## src/rtl/pcu_pkg.sv

```systemverilog
// Package: shared types and helpers for the call program counter unit.
// Assumes: address widths are small enough that plain modular addition fits.
package pcu_pkg;

    // Sequencer phase: ready for a new instruction, or discarding one fetch
    typedef enum logic [0:0] {
        PH_RUN   = 1'b0,
        PH_FLUSH = 1'b1
    } pcu_phase_t;

    // Stack operation issued by the sequencer for this cycle
    typedef enum logic [1:0] {
        STK_HOLD = 2'b00,
        STK_PUSH = 2'b01,
        STK_POP  = 2'b10
    } pcu_stk_op_t;

endpackage

```

## src/rtl/pcu_target_gen.sv

```systemverilog
// Module: builds the call destination from the immediate and page bits.
// Layout of the result, high to low: page bits, forced-zero gap, immediate.
// Assumes: ADDR_W >= PAGE_W + IMM_W.
module pcu_target_gen #(
    parameter int ADDR_W = 11,
    parameter int IMM_W  = 8,
    parameter int PAGE_W = 2
) (
    input  logic [IMM_W-1:0]  imm,
    input  logic [PAGE_W-1:0] page,
    output logic [ADDR_W-1:0] target
);
    localparam int GAP_W = ADDR_W - PAGE_W - IMM_W;

    generate
        if (GAP_W > 0) begin : g_gap
            // Concatenate page, zero gap and immediate
            always_comb begin
                target = {page, {GAP_W{1'b0}}, imm};
            end
        end else begin : g_nogap
            // No gap: page sits directly above the immediate
            always_comb begin
                target = {page, imm};
            end
        end
    endgenerate

    // the gap bits of a built target are always zero
    always_comb begin
        if (GAP_W > 0) begin
            a_r3_gap_zero: assert (target[ADDR_W-PAGE_W-1 -: ((GAP_W > 0) ? GAP_W : 1)] == '0);
        end
    end
endmodule

```

## src/rtl/pcu_ret_stack.sv

```systemverilog
// Module: fixed-depth return-address stack built as a shift register.
// A push shifts every entry down one slot and loses the deepest entry.
// A pop shifts entries up and leaves the deepest entry unchanged.
// No empty or full detection. Assumes: DEPTH >= 2.
module pcu_ret_stack
    import pcu_pkg::*;
#(
    parameter int ADDR_W = 11,
    parameter int DEPTH  = 2
) (
    input  logic              clk,
    input  logic              rst_n,
    input  pcu_stk_op_t       op,
    input  logic [ADDR_W-1:0] push_data,
    output logic [ADDR_W-1:0] top
);
    localparam int LAST = DEPTH - 1;

    logic [ADDR_W-1:0] ent [DEPTH];

    // Slot 0 is the top of stack
    always_ff @(posedge clk) begin
        if (!rst_n) begin
            ent[0] <= '0;
        end else if (op == STK_PUSH) begin
            ent[0] <= push_data;
        end else if (op == STK_POP) begin
            ent[0] <= ent[1];
        end
    end

    generate
        for (genvar i = 1; i < DEPTH; i++) begin : g_slot
            if (i < LAST) begin : g_mid
                // Middle slots shift on push and on pop
                always_ff @(posedge clk) begin
                    if (!rst_n) begin
                        ent[i] <= '0;
                    end else if (op == STK_PUSH) begin
                        ent[i] <= ent[i-1];
                    end else if (op == STK_POP) begin
                        ent[i] <= ent[i+1];
                    end
                end
            end else begin : g_last
                // Deepest slot takes the entry above it on push and holds on pop
                always_ff @(posedge clk) begin
                    if (!rst_n) begin
                        ent[i] <= '0;
                    end else if (op == STK_PUSH) begin
                        ent[i] <= ent[i-1];
                    end
                end
            end
        end
    endgenerate

    assign top = ent[0];

    // a pushed value becomes the top entry
    a_r4_push_top: assert property (@(posedge clk) disable iff (!rst_n)
        (op == STK_PUSH) |=> (top == $past(push_data)));

    // the deepest entry survives a pop
    a_r8_pop_keeps_last: assert property (@(posedge clk) disable iff (!rst_n)
        (op == STK_POP) |=> (ent[LAST] == $past(ent[LAST])));

    // a pop exposes the old second entry
    a_r8_pop_shift: assert property (@(posedge clk) disable iff (!rst_n)
        (op == STK_POP) |=> (top == $past(ent[1])));
endmodule

```

## src/rtl/pcu_sequencer.sv

```systemverilog
// Module: holds the program counter and the two-cycle redirect phase.
// Accepts a call or return only in the run phase. A call wins over a return.
// Each redirect is followed by one flush cycle that raises fetch_kill.
// Assumes: target and stack top are valid in the cycle the strobe is high.
module pcu_sequencer
    import pcu_pkg::*;
#(
    parameter int ADDR_W = 11
) (
    input  logic              clk,
    input  logic              rst_n,
    input  logic              call_req,
    input  logic              ret_req,
    input  logic [ADDR_W-1:0] call_target,
    input  logic [ADDR_W-1:0] stack_top,
    output logic [ADDR_W-1:0] pc,
    output logic              fetch_kill,
    output pcu_stk_op_t       stk_op,
    output logic [ADDR_W-1:0] ret_addr
);
    pcu_phase_t        phase;
    logic              call_go;
    logic              ret_go;
    logic [ADDR_W-1:0] pc_inc;

    // Decide which strobe, if any, is accepted this cycle
    always_comb begin
        call_go = call_req && (phase == PH_RUN);
        ret_go  = ret_req && !call_req && (phase == PH_RUN);
        pc_inc  = pc + ADDR_W'(1);
    end

    // Issue the stack operation and the return address to save
    always_comb begin
        ret_addr = pc_inc;
        if (call_go) begin
            stk_op = STK_PUSH;
        end else if (ret_go) begin
            stk_op = STK_POP;
        end else begin
            stk_op = STK_HOLD;
        end
    end

    // Program counter update
    always_ff @(posedge clk) begin
        if (!rst_n) begin
            pc <= '0;
        end else if (call_go) begin
            pc <= call_target;
        end else if (ret_go) begin
            pc <= stack_top;
        end else begin
            pc <= pc_inc;
        end
    end

    // Phase register: one flush cycle after each redirect
    always_ff @(posedge clk) begin
        if (!rst_n) begin
            phase <= PH_RUN;
        end else if (call_go || ret_go) begin
            phase <= PH_FLUSH;
        end else begin
            phase <= PH_RUN;
        end
    end

    assign fetch_kill = (phase == PH_FLUSH);

    // the invalidate pulse lasts a single cycle
    a_r5_kill_single: assert property (@(posedge clk) disable iff (!rst_n)
        fetch_kill |=> !fetch_kill);

    // a redirect is always followed by the invalidate pulse
    a_r5_kill_after_redirect: assert property (@(posedge clk) disable iff (!rst_n)
        (call_go || ret_go) |=> fetch_kill);

    // during the flush cycle the counter only advances
    a_r6_flush_advances: assert property (@(posedge clk) disable iff (!rst_n)
        fetch_kill |=> (pc == $past(pc) + ADDR_W'(1)));

    // with no strobe the counter advances by one
    a_r2_increment: assert property (@(posedge clk) disable iff (!rst_n)
        (!call_req && !ret_req) |=> (pc == $past(pc) + ADDR_W'(1)));

    // a simultaneous call and return never pops
    a_r9_call_wins: assert property (@(posedge clk) disable iff (!rst_n)
        (call_req && ret_req) |-> (stk_op != STK_POP));
endmodule

```

## src/rtl/pcu_call_unit.sv

```systemverilog
// Module: top of the call program counter unit.
// Joins target formation, the return stack and the counter sequencer.
// Assumes: page_sel is the status register's page field, stable when call_req is high.
module pcu_call_unit
    import pcu_pkg::*;
#(
    parameter int ADDR_W      = 11,
    parameter int IMM_W       = 8,
    parameter int PAGE_W      = 2,
    parameter int STACK_DEPTH = 2
) (
    input  logic              clk,
    input  logic              rst_n,
    input  logic              call_req,
    input  logic              ret_req,
    input  logic [IMM_W-1:0]  call_imm,
    input  logic [PAGE_W-1:0] page_sel,
    output logic [ADDR_W-1:0] pc,
    output logic              fetch_kill
);
    logic [ADDR_W-1:0] target;
    logic [ADDR_W-1:0] stack_top;
    logic [ADDR_W-1:0] ret_addr;
    pcu_stk_op_t       stk_op;

    pcu_target_gen #(
        .ADDR_W (ADDR_W),
        .IMM_W  (IMM_W),
        .PAGE_W (PAGE_W)
    ) u_target (
        .imm    (call_imm),
        .page   (page_sel),
        .target (target)
    );

    pcu_ret_stack #(
        .ADDR_W (ADDR_W),
        .DEPTH  (STACK_DEPTH)
    ) u_stack (
        .clk       (clk),
        .rst_n     (rst_n),
        .op        (stk_op),
        .push_data (ret_addr),
        .top       (stack_top)
    );

    pcu_sequencer #(
        .ADDR_W (ADDR_W)
    ) u_seq (
        .clk         (clk),
        .rst_n       (rst_n),
        .call_req    (call_req),
        .ret_req     (ret_req),
        .call_target (target),
        .stack_top   (stack_top),
        .pc          (pc),
        .fetch_kill  (fetch_kill),
        .stk_op      (stk_op),
        .ret_addr    (ret_addr)
    );

    // an accepted call lands on the immediate within the selected page
    a_r3_call_dest: assert property (@(posedge clk) disable iff (!rst_n)
        (call_req && !fetch_kill) |=>
            (pc[IMM_W-1:0] == $past(call_imm)) &&
            (pc[ADDR_W-1 -: PAGE_W] == $past(page_sel)));
endmodule

```

## config.mk

```make
export PLATFORM = sky130hd
export DESIGN_NAME = pcu_call_unit
export DESIGN_NICKNAME = d
export VERILOG_FILES = /design/src/rtl/pcu_pkg.sv /design/src/rtl/pcu_target_gen.sv /design/src/rtl/pcu_ret_stack.sv /design/src/rtl/pcu_sequencer.sv /design/src/rtl/pcu_call_unit.sv
export SDC_FILE = /design/constraint.sdc
export NUM_CORES = 1
export LEC_CHECK = 0
export BUFFER_PORTS_ARGS = -buffer_cell sky130_fd_sc_hd__buf_2
export CAP_MARGIN = 20
export CORE_AREA = 2 2 78 80
export CTS_BUF_LIST = sky130_fd_sc_hd__clkbuf_4
export CTS_CLUSTER_SIZE = 16
export DETAILED_ROUTE_END_ITERATION = 16
export DIE_AREA = 0 0 80 82
export PLACE_DENSITY_LB_ADDON = 0.25
export SETUP_SLACK_MARGIN = 0.4
export SLEW_MARGIN = 10
export SYNTH_ARGS = -nofsm -noshare
export SYNTH_HDL_FRONTEND = slang
export SYNTH_HIERARCHICAL = 1
export SYNTH_SLANG_ARGS = --single-unit
```

## constraint.sdc

```tcl
create_clock -name clk -period 4.1 [get_ports clk]
set_input_delay 0.205 -clock clk [delete_from_list [all_inputs] [get_ports clk]]
set_output_delay 0.205 -clock clk [all_outputs]
set_load 0.005 [all_outputs]
```

Yosys cells after proc, flatten, opt, wreduce, memory -nomap -nowiden
Memories as Yosys holds them, arrays and structs flattened.
Index checks and enable logic that the tools add are counted.
- register bits after elaboration: 12
- bits in writable memories: 22
- input bits: 14
- word-level logic and storage cells: 34
- memories: 1
- memories (memory ; words ; width ; read ports ; clocked after memory_dff ; write ports ; line ; source):
    u_stack.ent ; 2 ; 11 ; 2 ; 0 ; 2 ; pcu_ret_stack.sv:19 ; logic [ADDR_W-1:0] ent [DEPTH];
- add/sub/neg operators: 1
- equality and inequality tests: 2
- multiplexer cells: 16
- bitwise gates (word level): 5
- reduce and logical (&&, ||, !) cells: 6
- operator list (cell ; count):
    $mux 11 ; 5
    $add 11x1->11 const B ; 1
    $mux 1 ; 9
    $mux 2 ; 2
    $logic_and 1x1->1 ; 3
    $or 1x1->1 ; 3
    $eq 2x1->1 const B ; 1
    $eq 2x2->1 const B ; 1
    $not 1->1 ; 2
    $reduce_or 2->1 ; 1
    $logic_not 1->1 ; 1
    $logic_or 1x1->1 ; 1

Depth between registers and ports, before layout
- depth after elaboration: 11
- depth in mapped cells: 7
- mapped depth without buffers: 6

Hierarchy
The synthesis kept the hierarchy.
- by module, submodules not included (module ; times used ; cells an instance ; area an instance (um^2)):
    pcu_ret_stack ; 1 ; 78 ; 945.9
    pcu_sequencer ; 1 ; 112 ; 900.9
    pcu_target_gen ; 1 ; 12 ; 86.3

Least setup slack after synthesis
OpenSTA, ideal clock, no wires.
- path kind: register -> register
- start point: register u_seq.phase (netlist: u_seq/fetch_kill)
- end point: memory u_stack.ent[0][0] (enable)
- setup time: 0.355 ns
- arrival time: 1.570 ns
- required time: 3.745 ns
- slack: 2.175 ns
- stages on the path, launching flop included: 8
- path buffers: 3
- clock period less this slack: 1.925 ns
- path through: dfxtp_1 -> buf_2 -> nand2b_1 -> inv_1 -> buf_4 -> nand2b_1 -> buf_2 -> nand3_1
- RTL lines (what ; line ; source):
    from (decl) ; pcu_sequencer.sv:21 ; pcu_phase_t phase;
    from (signal assigned) ; pcu_sequencer.sv:61 ; phase <= PH_RUN;
    from (signal assigned) ; pcu_sequencer.sv:63 ; phase <= PH_FLUSH;
    from (signal assigned) ; pcu_sequencer.sv:65 ; phase <= PH_RUN;
    to (decl) ; pcu_ret_stack.sv:19 ;

==> flow_summary.json <==
{
  "cp-startpoint": "u_seq/fetch_kill",
  "die-area_mm2": 0.00656,
  "r2r-end": "u_stack/ent[0][8]",
  "reg2reg_from": "u_seq/fetch_kill",
  "ir_drop_mv": 0.159,
  "viasPerCell": 5.22,
  "fin_util": 0.366,
  "ant_nets": 0,
  "ctsHoldBuffers": 0,
  "grt_pass1_vias": 1462,
  "min_path_cells": 3,
  "cts_buffers": 5,
  "drt_pass1_iterations": 4,
  "via_count": 1487,
  "path_clk_slew_ns": 0.10,
  "tritoncts": "yes",
  "hold_viol": 0,
  "fin_cells": 285,
  "root_buffer": "clkbuf_4",
  "layout-drive-gt1-share": 0.181,
  "start_kind": "flip-flop",
  "placed_cells": 277,
  "powerDensity_mw_per_mm2": 403,
  "setup_tns_ns": 0,
  "slowest_stage": "dfxtp_1",
  "first_iter_violations": 100,
  "rsz0062_at_grt": "false",
  "grtUsageTotal": 0.142,
  "synth_top_cell_area_share": 0.342,
  "drc": 0,
  "worstPathArrival_ns": 2.31,
  "cts_buffer_depth": 2,
  "async_reset_ff_frac": 0,
  "synth_seq_area_share": 0.466,
  "drv_cap": 0,
  "synth_area_leaders": "edfxtp_1 34%, dfxtp_1 12%, nand2_1 6.2%",
  "r2r_cells": 4,
  "grt.overflow.total": 0,
  "finalCritPeriodShare": 0.577,
  "grt_max_degree": 44,
  "cpPeakStageDelay_ns": 0.72,
  "synth.largest_area_cell": "edfxtp_1",
  "place_congestion": 0.794,
  "ys_types": 43,
  "min_from": "call_imm[2]",
  "critPathMaxFanout": 21,
  "synth_area_mm2": 0.00193,
  "whs_ns": 0.109,
  "numPortBuffers": 25,
  "cts_resized": 0,
  "min_period_ns": 2.37,
  "n_antenna_cell": 0,
  "maxSlewHeadroom": 0.553,
  "fmax_mhz": 423,
  "crit_chain": "nand2b_1 > inv_1 > nand2b_1 > nand3_1",
  "cts_num_sinks": 34,
  "initial_core_util": 0.336,
  "worst_pin_slew_ns": 0.671,
  "critPathKind": "reg2reg",
  "num_rows": 28,
  "synthCells": 202,
  "antenna_found_initial": 0,
  "grt_pass1_wl_um": 6930,
  "wire_per_inst_um": 15.7,
  "cts_setup_buffers": 0,
  "required_ns": 4.04,
  "setup_viol": 0,
  "dp_hpwl_um": 3250,
  "leakage_nw": 0.858,
  "pin_count": 26,
  "clkLatencyLatePin_ns": 0.35,
  "final_cell_mix": "32 x nand2_1, 25 x buf_2, 22 x edfxtp_1",
  "syn_to_final_growth_pct": 8.67,
  "finalClockSkew_ns": 0.0118,
  "synth-seq-cells": 34,
  "syn_nets": 217,
  "slew_violations": 0,
  "cpMostUsedCell": "nand2b_1",
  "die_w_um": 80,
  "final_nets": 224,
  "synth_edf_count": 22,
  "crit_path_end_kind": "flip-flop",
  "avgSynthCellArea_um2": 9.57,
  "core-area_mm2": 0.00575,
  "hp-class": "in2reg",
  "min_to": "u_seq/pc[2]",
  "wl_um": 4480,
  "status": "finished, final reports clean",
  "final_common_cell": "nand2_1",
  "yosysWarningCount": 6,
  "cts_max_level": 2,
  "r2r_slack_ns": 1.73,
  "synth_flop_cell": "edfxtp_1",
  "die_y_um": 82
}
[synth_stat cells (2+ instances only)]
cell type   n
nand3_1     5
nand2_1    32
and3_1     11
nor4_1      4
nor3b_1     5
o22ai_1    11
a21oi_1     7
edfxtp_1   22
o221a_2     2
nor3_1      2
o21ai_0     4
dfxtp_1    12
buf_2       8
clkbuf_1    3
or2_1       4
o31a_1      4
nor2b_1     7
nor2_1      4
o21bai_1    5
o311a_1     5
xnor2_1     2
nand2b_1    5
buf_4      13
inv_1       6
[state kept, by name, indices dropped and copies added, names as in the netlist]
register and cells:
u_stack/ent 22, u_seq/fetch_kill 1, u_seq/pc 11
[metal layers]
metal	vias up	GRT usage	part of all wire
li1	745	-	-
met3	7	0.0418	0.053
met5	-	0	0
met2	33	0.238	0.46
met1	702	0.178	0.47
met4	0	0.0458	0.015
[final cells by class]
type / count / area (um2)
Multi-Input combinational cell: 137 / 857
Timing Repair Buffer: 25 / 125
Clock buffer: 5 / 37.5
Sequential cell: 34 / 901
Inverter: 6 / 22.5
Fill cell: 604 / 3640
Tap cell: 75 / 93.8
Clock inverter: 3 / 63.8
[through the flow]
stage               cell area [um2]  total power [mW]  setup slack, ns
floorplan                      1930             0.514             2.18
global placement               2000             0.546             1.81
detailed placement             2000             0.546             1.75
CTS                            2100             0.853             1.73
global route                   2100             0.883             1.50
finish                         2100             0.847             1.73
[how the worst max path moves through the flow]
stage,to,slack (ns),cells past startpoint
floorplan,u_stack/ent[0][0],2.18,7
global placement,u_stack/ent[0][4],1.81,4
detailed placement,u_stack/ent[0][8],1.75,4
CTS,u_stack/ent[0][8],1.73,4
global route,u_stack/ent[0][8],1.50,4
finish,u_stack/ent[0][8],1.73,4
[power by group]
part / internal, mW / switching, mW
Clock: 0.188 / 0.121
Sequential: 0.396 / 0.0271
Combinational: 0.0491 / 0.0655
Total: 0.633 / 0.213
[critical path: cells and delay by family, from the launching register on]
kind | cells | cell delay [ns]
DFF | 1 | 0.72
buffers and inverters | 1 | 0.12
and+or+nand+nor | 3 | 1.13
[logic make-up after synthesis]
kind of cell	Yosys count	share of synthesized area
muxes	1	0.00518
adders and majority gates	1	0.00647
AOI/OAI and AO/OA	44	0.168
other	1	0.00194
buffers and inverters	31	0.0906
DFF	34	0.466
xor gates and xnor gates	3	0.0136
and+or+nand+nor	87	0.249
Note: power is estimated with default switching activity, not from simulation.
